**src/rtl/lifo_pkg.sv**
```systemverilog
package lifo_pkg;

  typedef enum logic [1:0] {
    OP_IDLE = 2'd0,
    OP_PUSH = 2'd1,
    OP_POP  = 2'd2,
    OP_BAD  = 2'd3
  } op_kind_e;

  // Decide what a request does given the current flags.
  function automatic op_kind_e classify_op(input logic push, input logic pop,
                                           input logic is_full, input logic is_empty);
    if (push && pop)          return OP_BAD;
    else if (push && is_full) return OP_BAD;
    else if (pop && is_empty) return OP_BAD;
    else if (push)            return OP_PUSH;
    else if (pop)             return OP_POP;
    else                      return OP_IDLE;
  endfunction

endpackage

```
**src/rtl/lifo_ptr_ctrl.sv**
```systemverilog
module lifo_ptr_ctrl
  import lifo_pkg::*;
#(
  parameter int PTR_W = 6
) (
  input  logic             clk,
  input  logic             rst_n,
  input  logic             push_req,
  input  logic             pop_req,
  output logic [PTR_W-1:0] ptr_o,
  output logic [PTR_W-1:0] wr_slot_o,
  output logic             full_o,
  output logic             empty_o,
  output logic             push_ok_o,
  output logic             pop_ok_o,
  output logic             reject_o
);

  function automatic logic [PTR_W-1:0] wrap_up(input logic [PTR_W-1:0] p);
    return p + PTR_W'(1);
  endfunction

  function automatic logic [PTR_W-1:0] wrap_down(input logic [PTR_W-1:0] p);
    return p - PTR_W'(1);
  endfunction

  logic [PTR_W-1:0] ptr_q;
  logic             full_q;
  logic             empty_q;
  logic [PTR_W-1:0] ptr_up;
  logic [PTR_W-1:0] ptr_down;
  op_kind_e         op;

  assign ptr_up   = wrap_up(ptr_q);
  assign ptr_down = wrap_down(ptr_q);
  assign op       = classify_op(push_req, pop_req, full_q, empty_q);

  always_ff @(posedge clk) begin
    if (!rst_n) begin
      ptr_q   <= '0;
      full_q  <= 1'b0;
      empty_q <= 1'b1;
    end else begin
      case (op)
        OP_PUSH: begin
          ptr_q   <= ptr_up;
          full_q  <= (ptr_up == '0);
          empty_q <= 1'b0;
        end
        OP_POP: begin
          ptr_q   <= ptr_down;
          empty_q <= (ptr_down == '0);
          full_q  <= 1'b0;
        end
        default: ;
      endcase
    end
  end

  assign ptr_o     = ptr_q;
  assign wr_slot_o = ptr_up;
  assign full_o    = full_q;
  assign empty_o   = empty_q;
  assign push_ok_o = (op == OP_PUSH);
  assign pop_ok_o  = (op == OP_POP);
  assign reject_o  = (op == OP_BAD);

  AST_FLAGS_EXCLUSIVE: assert property (@(posedge clk) disable iff (!rst_n)
    !(full_q && empty_q));
  AST_FLAG_AT_ZERO: assert property (@(posedge clk) disable iff (!rst_n)
    (full_q || empty_q) |-> (ptr_q == '0));
  AST_PUSH_STEP: assert property (@(posedge clk) disable iff (!rst_n)
    push_ok_o |=> (ptr_q == PTR_W'($past(ptr_q) + 1'b1)) && !empty_q);
  AST_POP_STEP: assert property (@(posedge clk) disable iff (!rst_n)
    pop_ok_o |=> (ptr_q == PTR_W'($past(ptr_q) - 1'b1)) && !full_q);
  AST_REJECT_HOLD: assert property (@(posedge clk) disable iff (!rst_n)
    reject_o |=> $stable(ptr_q) && $stable(full_q) && $stable(empty_q));

endmodule

```
**src/rtl/lifo_word_array.sv**
```systemverilog
module lifo_word_array #(
  parameter int DATA_W = 16,
  parameter int PTR_W  = 6
) (
  input  logic              clk,
  input  logic              rst_n,
  input  logic              wr_en,
  input  logic [PTR_W-1:0]  wr_addr,
  input  logic [DATA_W-1:0] wr_data,
  input  logic [PTR_W-1:0]  rd_addr,
  output logic [DATA_W-1:0] rd_data
);

  localparam int DEPTH = 1 << PTR_W;

  logic [DATA_W-1:0] slots [DEPTH];

  for (genvar i = 0; i < DEPTH; i++) begin : g_slot
    always_ff @(posedge clk) begin
      if (wr_en && (wr_addr == PTR_W'(i))) slots[i] <= wr_data;
    end
  end

  assign rd_data = slots[rd_addr];

  AST_WRITE_LANDS: assert property (@(posedge clk) disable iff (!rst_n)
    wr_en |=> (slots[$past(wr_addr)] == $past(wr_data)));

endmodule

```
**src/rtl/lifo_regstack.sv**
```systemverilog
module lifo_regstack #(
  parameter int DATA_W = 16,
  parameter int PTR_W  = 6
) (
  input  logic              clk,
  input  logic              rst_n,
  input  logic              push_req,
  input  logic              pop_req,
  input  logic [DATA_W-1:0] push_data,
  output logic [DATA_W-1:0] pop_data,
  output logic              pop_valid,
  output logic [PTR_W-1:0]  stack_ptr,
  output logic              full,
  output logic              empty,
  output logic              misuse
);

  logic [PTR_W-1:0]  ptr;
  logic [PTR_W-1:0]  wr_slot;
  logic              push_ok;
  logic              pop_ok;
  logic              reject;
  logic [DATA_W-1:0] rd_word;
  logic [DATA_W-1:0] dr_q;
  logic              pop_valid_q;
  logic              misuse_q;

  lifo_ptr_ctrl #(.PTR_W(PTR_W)) u_ctrl (
    .clk       (clk),
    .rst_n     (rst_n),
    .push_req  (push_req),
    .pop_req   (pop_req),
    .ptr_o     (ptr),
    .wr_slot_o (wr_slot),
    .full_o    (full),
    .empty_o   (empty),
    .push_ok_o (push_ok),
    .pop_ok_o  (pop_ok),
    .reject_o  (reject)
  );

  lifo_word_array #(.DATA_W(DATA_W), .PTR_W(PTR_W)) u_array (
    .clk     (clk),
    .rst_n   (rst_n),
    .wr_en   (push_ok),
    .wr_addr (wr_slot),
    .wr_data (push_data),
    .rd_addr (ptr),
    .rd_data (rd_word)
  );

  // Data register: takes the pushed word or the word read from the top.
  always_ff @(posedge clk) begin
    if (!rst_n) begin
      dr_q        <= '0;
      pop_valid_q <= 1'b0;
      misuse_q    <= 1'b0;
    end else begin
      if (push_ok)     dr_q <= push_data;
      else if (pop_ok) dr_q <= rd_word;
      pop_valid_q <= pop_ok;
      misuse_q    <= reject;
    end
  end

  assign pop_data  = dr_q;
  assign pop_valid = pop_valid_q;
  assign misuse    = misuse_q;
  assign stack_ptr = ptr;

  AST_POP_VALID_NEXT: assert property (@(posedge clk) disable iff (!rst_n)
    pop_ok |=> pop_valid && (pop_data == $past(rd_word)));
  AST_MISUSE_PULSE: assert property (@(posedge clk) disable iff (!rst_n)
    reject |=> misuse && !pop_valid);
  AST_ONE_OP: assert property (@(posedge clk) disable iff (!rst_n)
    (push_req && pop_req) |-> !push_ok && !pop_ok && reject);

endmodule

```
**config.mk**
```make
export PLATFORM = sky130hd
export DESIGN_NAME = lifo_regstack
export DESIGN_NICKNAME = d
export VERILOG_FILES = /design/src/rtl/lifo_pkg.sv /design/src/rtl/lifo_ptr_ctrl.sv /design/src/rtl/lifo_word_array.sv /design/src/rtl/lifo_regstack.sv
export SDC_FILE = /design/constraint.sdc
export NUM_CORES = 1
export LEC_CHECK = 0
export ABC_CLOCK_PERIOD_IN_PS = 2750
export BUFFER_PORTS_ARGS = -buffer_cell sky130_fd_sc_hd__buf_2
export CAP_MARGIN = 20
export CORE_AREA = 2 2 324 326
export CTS_CLUSTER_SIZE = 10
export DETAILED_ROUTE_END_ITERATION = 6
export DIE_AREA = 0 0 326 328
export PLACE_DENSITY = 0.65
export SYNTH_ARGS = -nofsm -noshare
export SYNTH_HDL_FRONTEND = slang
export SYNTH_SLANG_ARGS = --single-unit
```
**constraint.sdc**
```tcl
create_clock -name clk -period 2.75 [get_ports clk]
set_input_delay 0.275 -clock clk [delete_from_list [all_inputs] [get_ports clk]]
set_output_delay 0.275 -clock clk [all_outputs]
set_load 0.005 [all_outputs]
```
==> impl_metrics.json <==
{
  "worst_pin_slew_ns": 1.15,
  "synthCells": 1869,
  "hold_class": "input port to flip-flop",
  "r2r-end": "pop_data[11]$_SDFFE_PN0N_",
  "crit_chain": "buf_12 -> buf_12 -> mux4_1 -> mux2i_1 -> buf_4 -> a22o_1 -> a2111oi_0 -> a211o_1",
  "hold_slack_ns": 0.0681,
  "final_cell_mix": "edfxtp_1 (1,024), mux4_2 (251), buf_4 (139)",
  "cts_buffer_depth": 3,
  "ys_warn_count": 0,
  "path_common_cell": "buf_12",
  "die_w_um": 326,
  "rows": 118,
  "avgSynthCellArea_um2": 22.0,
  "setup_viol": 0,
  "max_freq_mhz": 374,
  "violations": "DRC",
  "syn-cell-area_um2": 41200,
  "syn-num-nets": 1898,
  "place_inst": 3388,
  "reg2regPathDepth": 8,
  "drt_iter0_drc": 2994,
  "setup_tns_ns": 0,
  "critPathKind": "flip-flop to flip-flop",
  "gr-total-overflow": 0,
  "finalPower_uw": 36500,
  "grt_pass1_wl_um": 149000,
  "dr.pass1.iters": 7,
  "post_cts_buffers": 0,
  "final_util_pct": 46.8,
  "synthXorXnorAreaFrac_pct": 0.149,
  "worst_ep_arrival_time_ns": 3.26,
  "maxSlewHeadroom_pct": 23.6,
  "syn2layout_area_growth_pct": 17.3,
  "root_buffer": "clkbuf_16",
  "grt_pass1_vias": 20700,
  "cts_tree": "yes",
  "timing.final.crit_share_pct": 97.3,
  "initial_core_util_pct": 39.9,
  "routed.top_layer": "met5",
  "vias": 20700,
  "die_h_um": 328,
  "cp.required_ns": 3.34,
  "portBuffers": 45,
  "r2r_slack_ns": 0.08,
  "m1WireLength_um": 43100,
  "path_clk_slew_ns": 0.06,
  "slowest_delay_ns": 0.54,
  "min_period_ns": 2.67,
  "antenna_found_initial": 9,
  "drive_above_1_share_pct": 30.2,
  "htree_levels": 3,
  "cts_sinks": 1056,
  "cp-end-kind": "flip-flop",
  "power_leakage_uw": 0.0151,
  "via_per_inst": 5.76,
  "drv_cap": 0,
  "ys_types": 52,
  "wl_met2_um": 48000,
  "synth_top_family_by_area": "multiplexers",
  "slew_viol_final": 0,
  "synth_edf_count": 1024,
  "wl_met3_um": 9600,
  "rsz0062_at_grt": "no",
  "die-area_um2": 107000,
  "critPathBufInv": 3,
  "routedWlPerCell_um": 28.8,
  "ant_nets": 0,
  "worst-path-max-fanout": 31,
  "p_per_area_nw_per_um2": 755,
  "top_level_ports": 46,
  "grt_max_degree": 52,
  "place_hpwl_um": 66200,
  "core_area_um2": 103000,
  "synth-compound-area-share_pct": 2.78,
  "wl_um": 103000,
  "place_congestion": 0.947,
  "synthSimpleGateAreaFrac_pct": 2.11,
  "cts_buffers": 118,
  "critPathSlowestCell": "mux4_1",
  "ys_ff_latch": 1056,
  "finalHoldViolCount": 0,
  "clock_latency_ns": 0.72,
  "layout.cells.non_filler": 3593,
  "synthFlopType": "edfxtp_1",
  "drc": 4,
  "async_flop_share_pct": 0,
  "whs_endpoint": "u_array.slots[34][10]$_DFFE_PP_",
  "irDropWorstVdd_uv": 620,
  "skew_ns": 0.0573,
  "grtUsageTotal_pct": 19.4,
  "min_path_cells": 1,
  "status": "finished, violations left",
  "synthAdderAreaFrac_pct": 0.274,
  "synthMuxAreaShare_pct": 16.7,
  "fill_cells": 8349,
  "cp-start-kind": "flip-flop",
  "min_from": "push_data[10]",
  "nNetsFinal": 2162,
  "mostFrequentLayoutCell": "edfxtp_1",
  "cp_top_family": "multiplexers",
  "yosysSeqAreaShare_pct": 76.2
}
## worst max-delay path by stage
stage / start / to / depth (start not counted)
6_report: flip-flop / pop_data[11]$_SDFFE_PN0N_ / 8
3_5_place_dp: pop_req / pop_data[10]$_SDFFE_PN0N_ / 9
2_1_floorplan: u_ctrl.ptr_o[1]$_SDFFE_PN0N_ / u_array.slots[23][0]$_DFFE_PP_ / 6
5_1_grt: u_ctrl.ptr_o[0]$_SDFFE_PN0N_ / u_array.slots[46][7]$_DFFE_PP_ / 8
4_1_cts: flip-flop / pop_data[11]$_SDFFE_PN0N_ / 8
3_3_place_gp: pop_req / pop_data[10]$_SDFFE_PN0N_ / 9
## per-layer routing
metal	GRT usage, %	vias up
met5	0	-
met4	5.61	8
met3	4.16	153
met2	29.6	1032
met1	28.2	11000
li1	-	8466
## logic make-up after synthesis
kind of cell | count (synthesis)
AOI/OAI and AO/OA | 147
and+or+nand+nor | 182
muxes | 352
adders and majority gates | 9
DFF | 1056
buffers and inverters | 116
xor gates and xnor gates | 7
## area by class of cell
cell class                 count  area, um^2  share of cell area (%)
tap                         1380        1730                    3.57
clock inverter                14         215                   0.445
inverter                      10        37.5                  0.0777
antenna                        4        10.0                  0.0207
clock buffer                 182        3220                    6.67
multi-input combinational    697        9130                    18.9
timing repair buffer         250        2570                    5.32
sequential                  1056       31400                    65.0
## synthesized netlist by cell type (21+ instances only)
cell type  number  area share (%)
a22o_1         21            0.45
buf_2          21            0.26
buf_4          26            0.47
clkbuf_1       35            0.32
dfxtp_1        32             1.6
edfxtp_1     1024              75
mux2i_1        79             1.9
mux4_2        251              14
nand2_1        29            0.26
nor2_1         71            0.65
## per-stage QoR
stage	instance area [um^2]	setup WS [ns]
finish	48300	0.0753
global route	48300	0.00928
CTS	48200	0.101
detailed placement	44800	0.0314
global placement	44800	0.0581
floorplan	41200	-0.300
## sequential cells by signal, indices dropped and copies added (netlist names), named ones only
signal and count:
u_array.slots 1024, pop_data 16, u_ctrl.ptr_o 6, misuse 1, pop_valid 1, u_ctrl.empty_o 1
u_ctrl.full_o 1
## power by group
group | switching, uW | internal [uW]
clock | 5980 | 8180
sequential | 232 | 17800
combinational | 2350 | 1910
total | 8560 | 27900
## timing repair
action,CTS,global route
resized for setup,0,4
hold endpoints to repair,5,11
hold buffers,1,1
setup endpoints to repair,0,51
No activity file was read; power rests on OpenSTA's default activity.
